File: config.mk
export PLATFORM = sky130hd
export DESIGN_NAME = dbg_tdm_port
export DESIGN_NICKNAME = d
export VERILOG_FILES = /design/src/rtl/dbg_tdm_pkg.sv /design/src/rtl/dbg_tdm_capture.sv /design/src/rtl/dbg_tdm_slicer.sv /design/src/rtl/dbg_tdm_port.sv
export SDC_FILE = /design/constraint.sdc
export NUM_CORES = 1
export LEC_CHECK = 0
export BUFFER_PORTS_ARGS = -buffer_cell sky130_fd_sc_hd__buf_2
export CAP_MARGIN = 10
export CORE_AREA = 3 3 40 42
export CTS_CLUSTER_DIAMETER = 30
export CTS_CLUSTER_SIZE = 24
export DETAILED_ROUTE_END_ITERATION = 16
export DIE_AREA = 0 0 43 45
export PLACE_DENSITY = 0.6
export REMOVE_ABC_BUFFERS = 1
export SLEW_MARGIN = 15
export SYNTH_ARGS = -nofsm -noshare
export SYNTH_HDL_FRONTEND = slang
export SYNTH_SLANG_ARGS = --single-unit
File: constraint.sdc
create_clock -name clk_fast -period 2.28 [get_ports clk_fast]
set_input_delay 0.228 -clock clk_fast [delete_from_list [all_inputs] [get_ports clk_fast]]
set_output_delay 0.228 -clock clk_fast [all_outputs]
set_load 0.02 [all_outputs]
File: src/rtl/dbg_tdm_pkg.sv
package dbg_tdm_pkg;

    // Width of a slot counter that must also hold the idle value RATIO.
    function automatic int slot_cnt_w(input int ratio);
        return $clog2(ratio + 1);
    endfunction

    function automatic bit ratio_legal(input int ratio, input int clk_ratio);
        return ((ratio == 2) || (ratio == 4)) && (ratio <= clk_ratio);
    endfunction

    typedef enum logic [0:0] {
        LANE_IDLE = 1'b0,
        LANE_SEND = 1'b1
    } lane_state_e;

endpackage

File: src/rtl/dbg_tdm_capture.sv
module dbg_tdm_capture #(
    parameter int WORD_W = 8
) (
    input  logic              clk,
    input  logic              rst,
    input  logic              load,
    input  logic [WORD_W-1:0] d_in,
    output logic [WORD_W-1:0] q_out
);
    logic [WORD_W-1:0] hold_q;

    always_ff @(posedge clk) begin
        if (rst) begin
            hold_q <= '0;
        end else if (load) begin
            hold_q <= d_in;
        end
    end

    assign q_out = hold_q;

    // Between sample points the held word does not move.
    AST_HOLD_COHERENT: assert property (@(posedge clk) disable iff (rst)
        !load |=> $stable(hold_q));

endmodule

File: src/rtl/dbg_tdm_slicer.sv
module dbg_tdm_slicer
    import dbg_tdm_pkg::*;
#(
    parameter int WORD_W = 8,
    parameter int RATIO  = 2,
    localparam int SLICE_W = WORD_W / RATIO,
    localparam int CW      = slot_cnt_w(RATIO)
) (
    input  logic               clk,
    input  logic               rst,
    input  logic               restart,
    input  logic [WORD_W-1:0]  word,
    output logic [SLICE_W-1:0] pins,
    output logic               frame
);
    logic [CW-1:0] slot_q;
    lane_state_e   state;

    // slot_q == RATIO means idle.
    always_ff @(posedge clk) begin
        if (rst) begin
            slot_q <= CW'(RATIO);
        end else if (restart) begin
            slot_q <= '0;
        end else if (slot_q != CW'(RATIO)) begin
            slot_q <= slot_q + 1'b1;
        end
    end

    assign state = (slot_q == CW'(RATIO)) ? LANE_IDLE : LANE_SEND;

    always_comb begin
        pins = '0;
        if (state == LANE_SEND) begin
            for (int i = 0; i < RATIO; i++) begin
                if (slot_q == CW'(i)) begin
                    pins = word[i*SLICE_W +: SLICE_W];
                end
            end
        end
    end

    assign frame = (slot_q == '0);

    AST_RESTART_MARK: assert property (@(posedge clk) disable iff (rst)
        restart |=> frame);

    AST_MARK_SINGLE: assert property (@(posedge clk) disable iff (rst)
        (frame && !restart) |=> !frame);

    AST_IDLE_ZERO: assert property (@(posedge clk) disable iff (rst)
        (!restart && $past(slot_q) == CW'(RATIO - 1) && !$past(restart)) |=> (pins == '0 && !frame));

endmodule

File: src/rtl/dbg_tdm_port.sv
module dbg_tdm_port
    import dbg_tdm_pkg::*;
#(
    parameter int WORD_W    = 8,
    parameter int RATIO     = 2,
    parameter int CLK_RATIO = 2,
    localparam int SLICE_W  = WORD_W / RATIO
) (
    input  logic               clk_fast,
    input  logic               rst,
    input  logic               slow_edge,
    input  logic [WORD_W-1:0]  dbg_in,
    output logic [SLICE_W-1:0] tdm_pins,
    output logic               tdm_frame
);
    logic [WORD_W-1:0] sample;

    initial begin
        AST_RATIO_LEGAL: assert (ratio_legal(RATIO, CLK_RATIO));
    end

    dbg_tdm_capture #(
        .WORD_W (WORD_W)
    ) capture_i (
        .clk   (clk_fast),
        .rst   (rst),
        .load  (slow_edge),
        .d_in  (dbg_in),
        .q_out (sample)
    );

    dbg_tdm_slicer #(
        .WORD_W (WORD_W),
        .RATIO  (RATIO)
    ) slicer_i (
        .clk     (clk_fast),
        .rst     (rst),
        .restart (slow_edge),
        .word    (sample),
        .pins    (tdm_pins),
        .frame   (tdm_frame)
    );

endmodule

# After elaboration in Yosys (flattened, before gate mapping)
# Cells that the tools add are included.
[classes]
n_addsub = 1
multipliers = 0
n_div = 0
magnitude_cmp = 0
n_eq_ne = 3
n_shift = 0
n_mux = 5
bitwise_logic = 0
n_reduce_logical = 3
[ops]
columns = ["operator", "count"]
rows = [
  ["4-bit two-way mux", 3],
  ["2-bit two-way mux", 2],
  ["2-bit by 1-bit adder with 2-bit output (second input constant)", 1],
  ["2-bit by 1-bit equality test with 1-bit output (second input constant)", 1],
  ["2-bit equality test (second input constant)", 1],
  ["2-bit zero test", 1],
  ["2-bit inequality test (second input constant)", 1],
  ["2-bit nonzero test", 1],
  ["2-bit OR reduction", 1],
]
[word_totals]
regBits = 10
latch_bits = 0
ramBits = 0
romBits = 0
input_bits = 11
out_inout_bits = 5
elab_cells = 15
mem_count = 0

# Longest topological paths before layout
# Gate-level depths: netlist (run 1).
[logic_depth]
ltp_word = 4
ltp_mapped = 3
mapped_depth_nobuf = 2

# Cells and area by module
# From an unflattened synthesis (run 1), not the netlist that was laid out.
[unflattened]
cells_unflattened = 42
area_unflattened_um2 = 431.7
[by_module_without_submodules]
columns = ["mod", "instances", "cells_each", "area_each_um2", "seq_area_each_um2"]
rows = [
  ["dbg_tdm_capture", 1, 26, 285.3, 160.2],
  ["dbg_tdm_slicer", 1, 16, 146.4, 40.0],
]

# Worst setup path after synthesis (run 1)
# Ideal clock, no wire load.
[synth_timing]
path_type = "reg2out"
from = "register slicer_i.slot_q[0]"
to = "output port tdm_pins[0]"
t_arrival_ns = 0.812
required_ns = 2.052
setup_slack_ns = 1.240
stages_incl_launch_ff = 4
n_path_buf = 1
cell_sequence = "dfxtp_1 -> buf_6 -> mux2i_1 -> nor2_1"
[synth_between]
elab_chain_cells = 4
elab_cells_between_ends = 6
classes_between = "eq/ne: 2; mux: 3; reduce/logical: 1"
[synth_rtl]
columns = ["item", "line_no", "text"]
rows = [
  ["start, declared", "dbg_tdm_slicer.sv:16", "logic [CW-1:0] slot_q;"],
  ["start signal, assigned", "dbg_tdm_slicer.sv:22", "slot_q <= CW'(RATIO);"],
  ["start signal, assigned", "dbg_tdm_slicer.sv:26", "slot_q <= slot_q + 1'b1;"],
  ["2-bit zero test", "dbg_tdm_slicer.sv:36", "if (slot_q == CW'(i)) begin"],
  ["4-bit two-way mux (2 in series)", "dbg_tdm_slicer.sv:36", ""],
  ["4-bit two-way mux (*)", "dbg_tdm_slicer.sv:34", "if (state == LANE_SEND) begin"],
  ["end, declared", "dbg_tdm_port.sv:13", "output logic [SLICE_W-1:0] tdm_pins,"],
]
# Mark *: on every way between the ends. The rest lies on a longest branch, timed or not.

# Final worst setup path (run 1)
[layout_timing]
from = "register slicer_i.slot_q[0]"
to = "output port tdm_pins[3]"
# Same word-level chain as after synthesis.

==> results of run 1 <==
metal layers:
layer  wire length [µm]  global-route usage  vias up
li1                   -                   -      171
met1                338               0.114      144
met2                340               0.135       12
met3                 71              0.0717        2
met4                 10              0.0542        0
met5                  0                   0        -
final cells by class:
| cell class | count | area [µm²] | share of cell area |
|---|---|---|---|
| Clock buffer | 4 | 36.3 | 0.0671 |
| Tap cell | 15 | 18.8 | 0.0347 |
| Timing Repair Buffer | 15 | 75.1 | 0.139 |
| Multi-Input combinational cell | 28 | 210 | 0.389 |
| Sequential cell | 10 | 200 | 0.370 |
synthesized netlist by cell type:
library cell	count
nor4_4	1
buf_6	2
buf_4	1
dfxtp_1	10
buf_2	1
mux2i_1	12
o21bai_2	1
nor2_1	13
xnor2_1	1
through the flow:
step	std cells	hold WS (ns)	utilization	power, W	worst slack [ns]
after floorplan	38	0.292	-	0.000224	1.14
after global placement	68	0.465	0.392	0.000246	1.07
after detailed placement	68	0.469	0.392	0.000247	1.06
after CTS	72	0.186	0.421	0.000408	0.754
after global routing	72	0.194	0.421	0.000429	0.657
final	72	0.188	0.421	0.000400	0.765
critical path: cells and delay by family, from the launching register on:
| family | cells | cell delay, ns |
|---|---|---|
| DFF | 1 | 0.57 |
| muxes | 1 | 0.23 |
| buffers and inverters | 1 | 0.17 |
| and+or+nand+nor | 1 | 0.05 |
cells in the final DEF (no fill, tap or decap):
| cell type | n |
|---|---|
| buf_2 | 15 |
| clkbuf_4 | 3 |
| clkbuf_8 | 1 |
| dfxtp_1 | 10 |
| mux2i_1 | 12 |
| nor2_1 | 13 |
| nor4_4 | 1 |
| o21bai_2 | 1 |
| xnor2_1 | 1 |
state kept, by name, summed over array words and instances, names as in the netlist:
signal and cells:
capture_i.q_out 8, slicer_i.slot_q 2
cells by family after synthesis:
kind of cell | count (synthesis) | synth area share
flip-flops | 10 | 0.449
AND/OR/NAND/NOR | 14 | 0.157
buffers and inverters | 4 | 0.0786
AO/OA/AOI/OAI | 1 | 0.0253
multiplexers | 12 | 0.270
XOR/XNOR | 1 | 0.0197
worst paths after layout:
| path | startpoint | end | slack (ns) | cells past startpoint |
|---|---|---|---|---|
| worst max-delay path | slicer_i.slot_q[0]$_SDFFE_PP0P_ | tdm_pins[3] | 0.77 | 3 |
| worst min-delay path | dbg_in[3] | capture_i.q_out[3]$_SDFFE_PP0P_ | 0.19 | 3 |
| worst min register to register | capture_i.q_out[2]$_SDFFE_PP0P_ | capture_i.q_out[2]$_SDFFE_PP0P_ | 0.49 | 2 |
| worst max register to register | slicer_i.slot_q[0]$_SDFFE_PP0P_ | slicer_i.slot_q[1]$_SDFFE_PP1P_ | 1.35 | 2 |
power groups by stage:
stage               Sequential, W  Clock [W]  Combinational (W)
floorplan                0.000197          0          0.0000275
global placement         0.000199          0          0.0000474
detailed placement       0.000199          0          0.0000479
CTS                      0.000195   0.000164          0.0000481
global route             0.000197   0.000180          0.0000523
finish                   0.000195   0.000158          0.0000472
==> metrics.txt, run 1 <==
Clk pin slew, worst setup/hold paths 0.07 ns; dpl cell area 504 µm²; vias per std cell 4.57; initial antenna violation count 0; total CTS buffers 3; Synth area leaders dfxtp_1 45%, mux2i_1 27%, nor2_1 11%; area leader, netlist dfxtp_1; drt first pass iters 2; Boundary Pins 16; LEAKAGE 0.254 nW; Critical Path Slowest Stage Cell dfxtp_1; Area growth syn-to-layout 21.3%; H-tree levels 1; clk_lat worst skew 0.27 ns; Tcrit/Tclk final 0.664; Fmax achieved 0.660 GHz; gr usage total 0.0993; final instance area 541 µm²; largest net degree at the start of global routing 11; fin crit period 1.51 ns; Clk pwr share 0.394; Die Width 43 µm; IO buf count 15; logic gate share of total power 0.118; Final Hold Fails 0; Mapped Area 445 µm²; # rows 13; Pint 0.000306 W; Root Buffer clkbuf_4; Rel. slew slack 0.731; status finished, final reports clean; DRT iter0 DRCs 2; DR vias 329; layout cells sized above 1 0.368; Initial Util 0.347; core region area 1280 µm²; die area 1940 µm²; Synth top area share 0.449; Routed wire per std cell 10.6 µm; first-pass GRT wire length 1340 µm; CTS tree done; critical path peak fanout 7; Placer Congestion 0.594; Max IR drop VDD 0.000325 V; critical path arrival 1.29 ns; clk_skew 0.0000541 ns; Yosys cell types 9; required time of the critical path 2.05 ns; Max clock buf depth 2; YS warnings 0; syn_area_per_cell 10.6 µm²; Setup Crit Path Kind reg2out; total power per unit cell area 740 nW/µm²; slowest cell delay on critical path 0.57 ns; Setup Viol. Count Final 0; Setup TNS Final 0 ns; Die Y 45 µm; Inserted Diodes 0; Worst-Margin Slew 0.404 ns; max-cap check violation count 0; NetSw 0.0000938 W; Worst setup EP type output pin; Post-CTS Setup Inserts 0; cts repair resizes 0; Fillers 152; Layout Nets 69; min-delay worst type in2reg; Startpoint Class register; clock sinks 10; Sw Share 0.235; Seq cells post-synth 10; residual DRC count 0; Antenna Nets Post-Route 0; gr ovfl total 0; cell count after synthesis 42; final max-slew violation count 0; crit-path cells mux2i_1, nor2_1, buf_2; # hold bufs at CTS 0; vias in the first global route 320; register share of total power 0.488; Routed Wire Length 761 µm; unrepaired setup endpoints after global routing no; sequential fraction of the synthesis area 0.449
(Power assumes the default switching activity.)
==> run 2, diff against run 1 <==
- ABC_AREA: unset -> 1
- PLACE_DENSITY: 0.6 -> 0.59
- clock period: 2.28 -> 1.3 ns (I/O delays scaled with it)
==> run 2 against run 1 <==
Clock skew is essentially flat. Cell area unchanged. Register-to-register slack worse by 0.79 ns. Sequential power is 74% higher. Flip-flop and latch count is the same. Synthesized cell count increased by 38%. Combinational power is 95% higher. Sequential share of layout area increased by 0.23 points. Global-route usage grew 2.3 points. Hold slack worse by 0.13 ns. Critical path type unchanged. Critical endpoint is now tdm_pins[0]. Highest routed layer is now met3.
==> metrics.txt, run 2 <==
Final Hold Fails 0; Inserted Diodes 0; Largest register FFs 8; final max-slew violation count 0; dpl hpwl 694 µm; Crit path buffers/inverters 3; Seq cells post-synth 10; Worst-Margin Slew 0.201 ns; vias per std cell 4.47; total CTS buffers 3; clk_lat worst skew 0.27 ns; gr ovfl total 0; Compound-Gate Fraction of Synth Area 0.0973; CTS tree done; Multi-input gate area 183 µm²; initial antenna violation count 0; Antenna Nets Post-Route 0; Max IR drop VDD 0.000600 V; Placer Congestion 0.773; Placed Cells 87; drt first pass iters 2; Synth area leaders dfxtp_1 49%, nor2_1 14%, nand2_1 11%; Worst setup EP type output pin; Register Area 201 µm²; IO buf count 15; required time of the critical path 1.17 ns; Area growth syn-to-layout 31.3%; Setup TNS Final 0 ns; LEAKAGE 0.279 nW; fin cells 91; Startpoint Class register; CP delay by family, top flip-flops; gr usage total 0.122; Setup Viol. Count Final 0; Clk pin slew, worst setup/hold paths 0.07 ns; YS warnings 0; critical path peak fanout 6; most numerous cell in the Yosys netlist nor2_1; clock sinks 10; fin crit period 1.20 ns; Hold Worst Slack 0.0564 ns; CP dominant cell by count nand2_1; adder-cell share of the synthesized area 0; Synth top area share 0.486; most frequent cells in the layout 15 x nor2_1, 13 x buf_2, 12 x nand2_1; Fmax achieved 0.833 GHz; DRT iter0 DRCs 3; most common cell after layout, fill and taps aside nor2_1; clk_skew 0.0000610 ns; core region area 1280 µm²; Root Buffer clkbuf_4; DR vias 407; largest net degree at the start of global routing 12; Fillers 139; Rel. slew slack 0.866; Tcrit/Tclk final 0.923; cell count after synthesis 58; Setup Crit Path Kind reg2out; Synth Flop Type dfxtp_1; Boundary Pins 16; residual DRC count 0; first-pass GRT wire length 1690 µm; Yosys cell types 13; multiplexer share of the synthesized area 0; min-delay worst type in2reg; ys async rst share 0; Critical Path Slowest Stage Cell dfxtp_2; Routed Wire Length 905 µm; die area 1940 µm²; Synth Area in Simple Gates 0.347; layout cells sized above 1 0.329; Synth Area in XOR/XNOR 0; Post-CTS Setup Inserts 0; sequential fraction of the synthesis area 0.486; Die Y 45 µm; status finished, final reports clean; vias in the first global route 402; Routed wire per std cell 9.95 µm; crit-path cells inv_2, nand2_4, inv_4, nand2_1, nand2_1, buf_4; Initial Util 0.320; critical path arrival 1.07 ns; total power per unit cell area 1320 nW/µm²; area leader, netlist dfxtp_1; Die Width 43 µm; unrepaired setup endpoints after global routing no; max-cap check violation count 0; H-tree levels 1; largest family of logic cells by synthesized area simple AND/OR/NAND/NOR gates; # rows 13; syn_area_per_cell 7.10 µm²; top post-synthesis cells by count 15 x nor2_1, 12 x nand2_1, 10 x dfxtp_1, 5 x nand3_1, 5 x o21ai_0; Mapped Area 412 µm²; slowest cell delay on critical path 0.38 ns; number of synthesized flops with an enable pin 0; Max clock buf depth 2; Layout Nets 88
run 2: cell count changes after synthesis, sizes merged, moves of 3 or more:
cell / previous run / this run
mux2i: 12 / 0
inv: 0 / 5
nand3: 0 / 5
o21ai: 0 / 7
buf: 4 / 1
nand2: 0 / 13
run 2: power by group:
part	total [W]	switching (W)	internal (W)
clock	0.000284	0.000114	0.000170
combinational	0.0000919	0.0000556	0.0000363
sequential	0.000339	0.0000116	0.000327
run 2: metrics by stage:
step | power (W) | setup WS (ns) | cell area [µm²] | util
2_1_floorplan | 0.000398 | 0.414 | 404 | -
3_3_place_gp | 0.000436 | 0.338 | 498 | 0.388
3_5_place_dp | 0.000437 | 0.320 | 498 | 0.388
4_1_cts | 0.000725 | 0.0179 | 534 | 0.416
5_1_grt | 0.000770 | 0.00390 | 541 | 0.421
6_report | 0.000714 | 0.100 | 541 | 0.421
run 2: worst paths after layout:
| check | start | endpoint | slack, ns | depth (start not counted) |
|---|---|---|---|---|
| max | slicer_i.slot_q[0]$_SDFFE_PP0P_ | tdm_pins[0] | 0.10 | 6 |
| min | rst | capture_i.q_out[5]$_SDFFE_PP0P_ | 0.06 | 2 |
| max reg2reg | slicer_i.slot_q[1]$_SDFFE_PP1P_ | slicer_i.slot_q[0]$_SDFFE_PP0P_ | 0.56 | 3 |
| min reg2reg | capture_i.q_out[5]$_SDFFE_PP0P_ | capture_i.q_out[5]$_SDFFE_PP0P_ | 0.47 | 2 |
run 2: kinds of logic (layout without fill, tap and decap cells):
logic type | count (synthesis) | count (layout)
AOI/OAI and AO/OA | 8 | 8
buffers and inverters | 6 | 24
DFF | 10 | 10
and+or+nand+nor | 34 | 34
run 2: layer usage:
| layer | wire length [µm] | GRT usage |
|---|---|---|
| met1 | 430 | 0.148 |
| met2 | 397 | 0.174 |
| met3 | 77 | 0.0717 |
| met4 | 0 | 0.0542 |
| met5 | 0 | 0 |
run 2: cell type report:
class	count	share of cell area
sequential	10	0.373
timing repair buffer	15	0.148
clock buffer	4	0.0671
multi-input combinational	42	0.338
tap	15	0.0347
inverter	5	0.0394
run 2: timing repair:
action,in CTS,in global routing
setup endpoints to repair,0,4
resized for setup,0,3
hold buffers,0,0
==> run 3, diff against run 2 <==
- PLACE_DENSITY: 0.59 -> 0.55
==> run 3 against run 2 <==
Count of clock-buffer cells in the layout fell by 1. Critical endpoint is now tdm_pins[1]. Largest cell class unchanged. Die area did not move. Utilization down 1.1 points. Maximum frequency is 0.57% lower. Non-clock buffer count is the same. Highest routed layer is now met4. Register-to-register slack hardly changed. Via count grew 1.7%.
==> metrics.txt, run 3 (synthesized netlist as in run 2, its figures left out) <==
# rows 13; largest net degree at the start of global routing 12; Setup Viol. Count Final 0; Area growth syn-to-layout 28.0%; Fillers 144; critical path peak fanout 5; Largest register FFs 8; LEAKAGE 0.272 nW; DR vias 414; register-to-register path setup slack 0.56 ns; Final Hold Fails 0; total CTS buffers 3; Layout Nets 88; Startpoint Class register; min-delay worst type in2reg; core region area 1280 µm²; vias per std cell 4.60; Die Width 43 µm; dpl hpwl 667 µm; crit path to tdm_pins[1]; gr ovfl total 0; Initial Util 0.320; Root Buffer clkbuf_4; first-pass GRT wire length 1520 µm; # hold bufs at CTS 0; Fmax achieved 0.829 GHz; clk_skew 0.0000789 ns; path depth of the worst reg2reg path 3; vias in the first global route 372; layout cells sized above 1 0.320; max-cap check violation count 0; CTS tree done; clk_lat worst skew 0.26 ns; initial antenna violation count 0; most frequent cells in the layout 15 x nor2_1, 13 x buf_2, 12 x nand2_1; unrepaired setup endpoints after global routing no; Routed wire per std cell 9.83 µm; Inserted Diodes 0; H-tree levels 1; Worst-Margin Slew 0.204 ns; Tcrit/Tclk final 0.928; final instance area 527 µm²; total power per unit cell area 1210 nW/µm²; Boundary Pins 16; Placer Congestion 0.746; Rel. slew slack 0.864; Die Y 45 µm; DRT iter0 DRCs 4; Worst Setup SP slicer_i.slot_q[1]$_SDFFE_PP1P_; Setup TNS Final 0 ns; residual DRC count 0; final max-slew violation count 0; Register Area 201 µm²; Reg2Reg Launch Point slicer_i.slot_q[1]$_SDFFE_PP1P_; IO buf count 15; drt first pass iters 3; Max IR drop VDD 0.000645 V; Clk pin slew, worst setup/hold paths 0.06 ns; die area 1940 µm²; clock sinks 10; most common cell after layout, fill and taps aside nor2_1; Multi-input gate area 183 µm²; dpl cell area 498 µm²; status finished, final reports clean; required time of the critical path 1.17 ns; critical path arrival 1.08 ns; Antenna Nets Post-Route 0; Max clock buf depth 2; Worst setup EP type output pin; Setup Crit Path Kind reg2out; Routed Wire Length 885 µm; r2r endpoint slicer_i.slot_q[0]$_SDFFE_PP0P_; fin crit period 1.21 ns; gr usage total 0.110
==> run 3: changes by cell type in the layout (fill, tap and decap cells not counted) <==
cell / previous run / this run
clkbuf_8: 1 / 0
==> run 3: worst min path at each step <==
stage | slack (ns) | depth (start not counted) | to | from
6_report | 0.07 | 2 | capture_i.q_out[5]$_SDFFE_PP0P_ | rst
5_1_grt | 0.08 | 2 | capture_i.q_out[5]$_SDFFE_PP0P_ | rst
2_1_floorplan | 0.20 | 1 | capture_i.q_out[5]$_SDFFE_PP0P_ | rst
4_1_cts | 0.06 | 2 | capture_i.q_out[5]$_SDFFE_PP0P_ | rst
3_3_place_gp | 0.34 | 2 | capture_i.q_out[5]$_SDFFE_PP0P_ | rst
3_5_place_dp | 0.34 | 2 | capture_i.q_out[5]$_SDFFE_PP0P_ | rst
==> run 3: per-stage QoR <==
step	cells	power, W	util	setup WS, ns	hold WS [ns]
floorplan	57	0.000398	-	0.414	0.199
global placement	87	0.000436	0.388	0.345	0.340
detailed placement	87	0.000437	0.388	0.313	0.344
CTS	90	0.000643	0.405	0.0284	0.0646
global route	90	0.000670	0.410	0.0114	0.0826
finish	90	0.000636	0.410	0.0933	0.0681
==> run 3: what timing repair did <==
action / 4_1_cts / 5_1_grt
gates resized for setup: 0 / 3
buffers inserted: 0 / 0
endpoints found under the setup margin: 0 / 4
==> run 3: area by class of cell <==
cell class,instances,area share
clock buffer,3,0.0428
sequential,10,0.382
inverter,5,0.0404
tap,15,0.0356
timing repair buffer,15,0.152
multi-input combinational,42,0.347
==> run 3: report_power, final <==
group	switching (W)	internal, W	total, W
Combinational	0.0000562	0.0000363	0.0000925
Sequential	0.0000113	0.000327	0.000338
Clock	0.0000987	0.000107	0.000205
==> run 3: worst max-delay path: stages, from the launching register on <==
cell,delay (ns)
dfxtp_1,0.32
inv_2,0.10
nand2_4,0.07
inv_4,0.07
nand2_1,0.05
nand2_1,0.05
buf_2,0.15
==> run 3: per-layer routing <==
layer | vias up | GRT usage | part of all wire
met1 | 177 | 0.141 | 0.48
met3 | 5 | 0.0279 | 0.063
li1 | 220 | - | -
met2 | 12 | 0.147 | 0.42
met4 | 0 | 0.108 | 0.043
met5 | - | 0 | 0
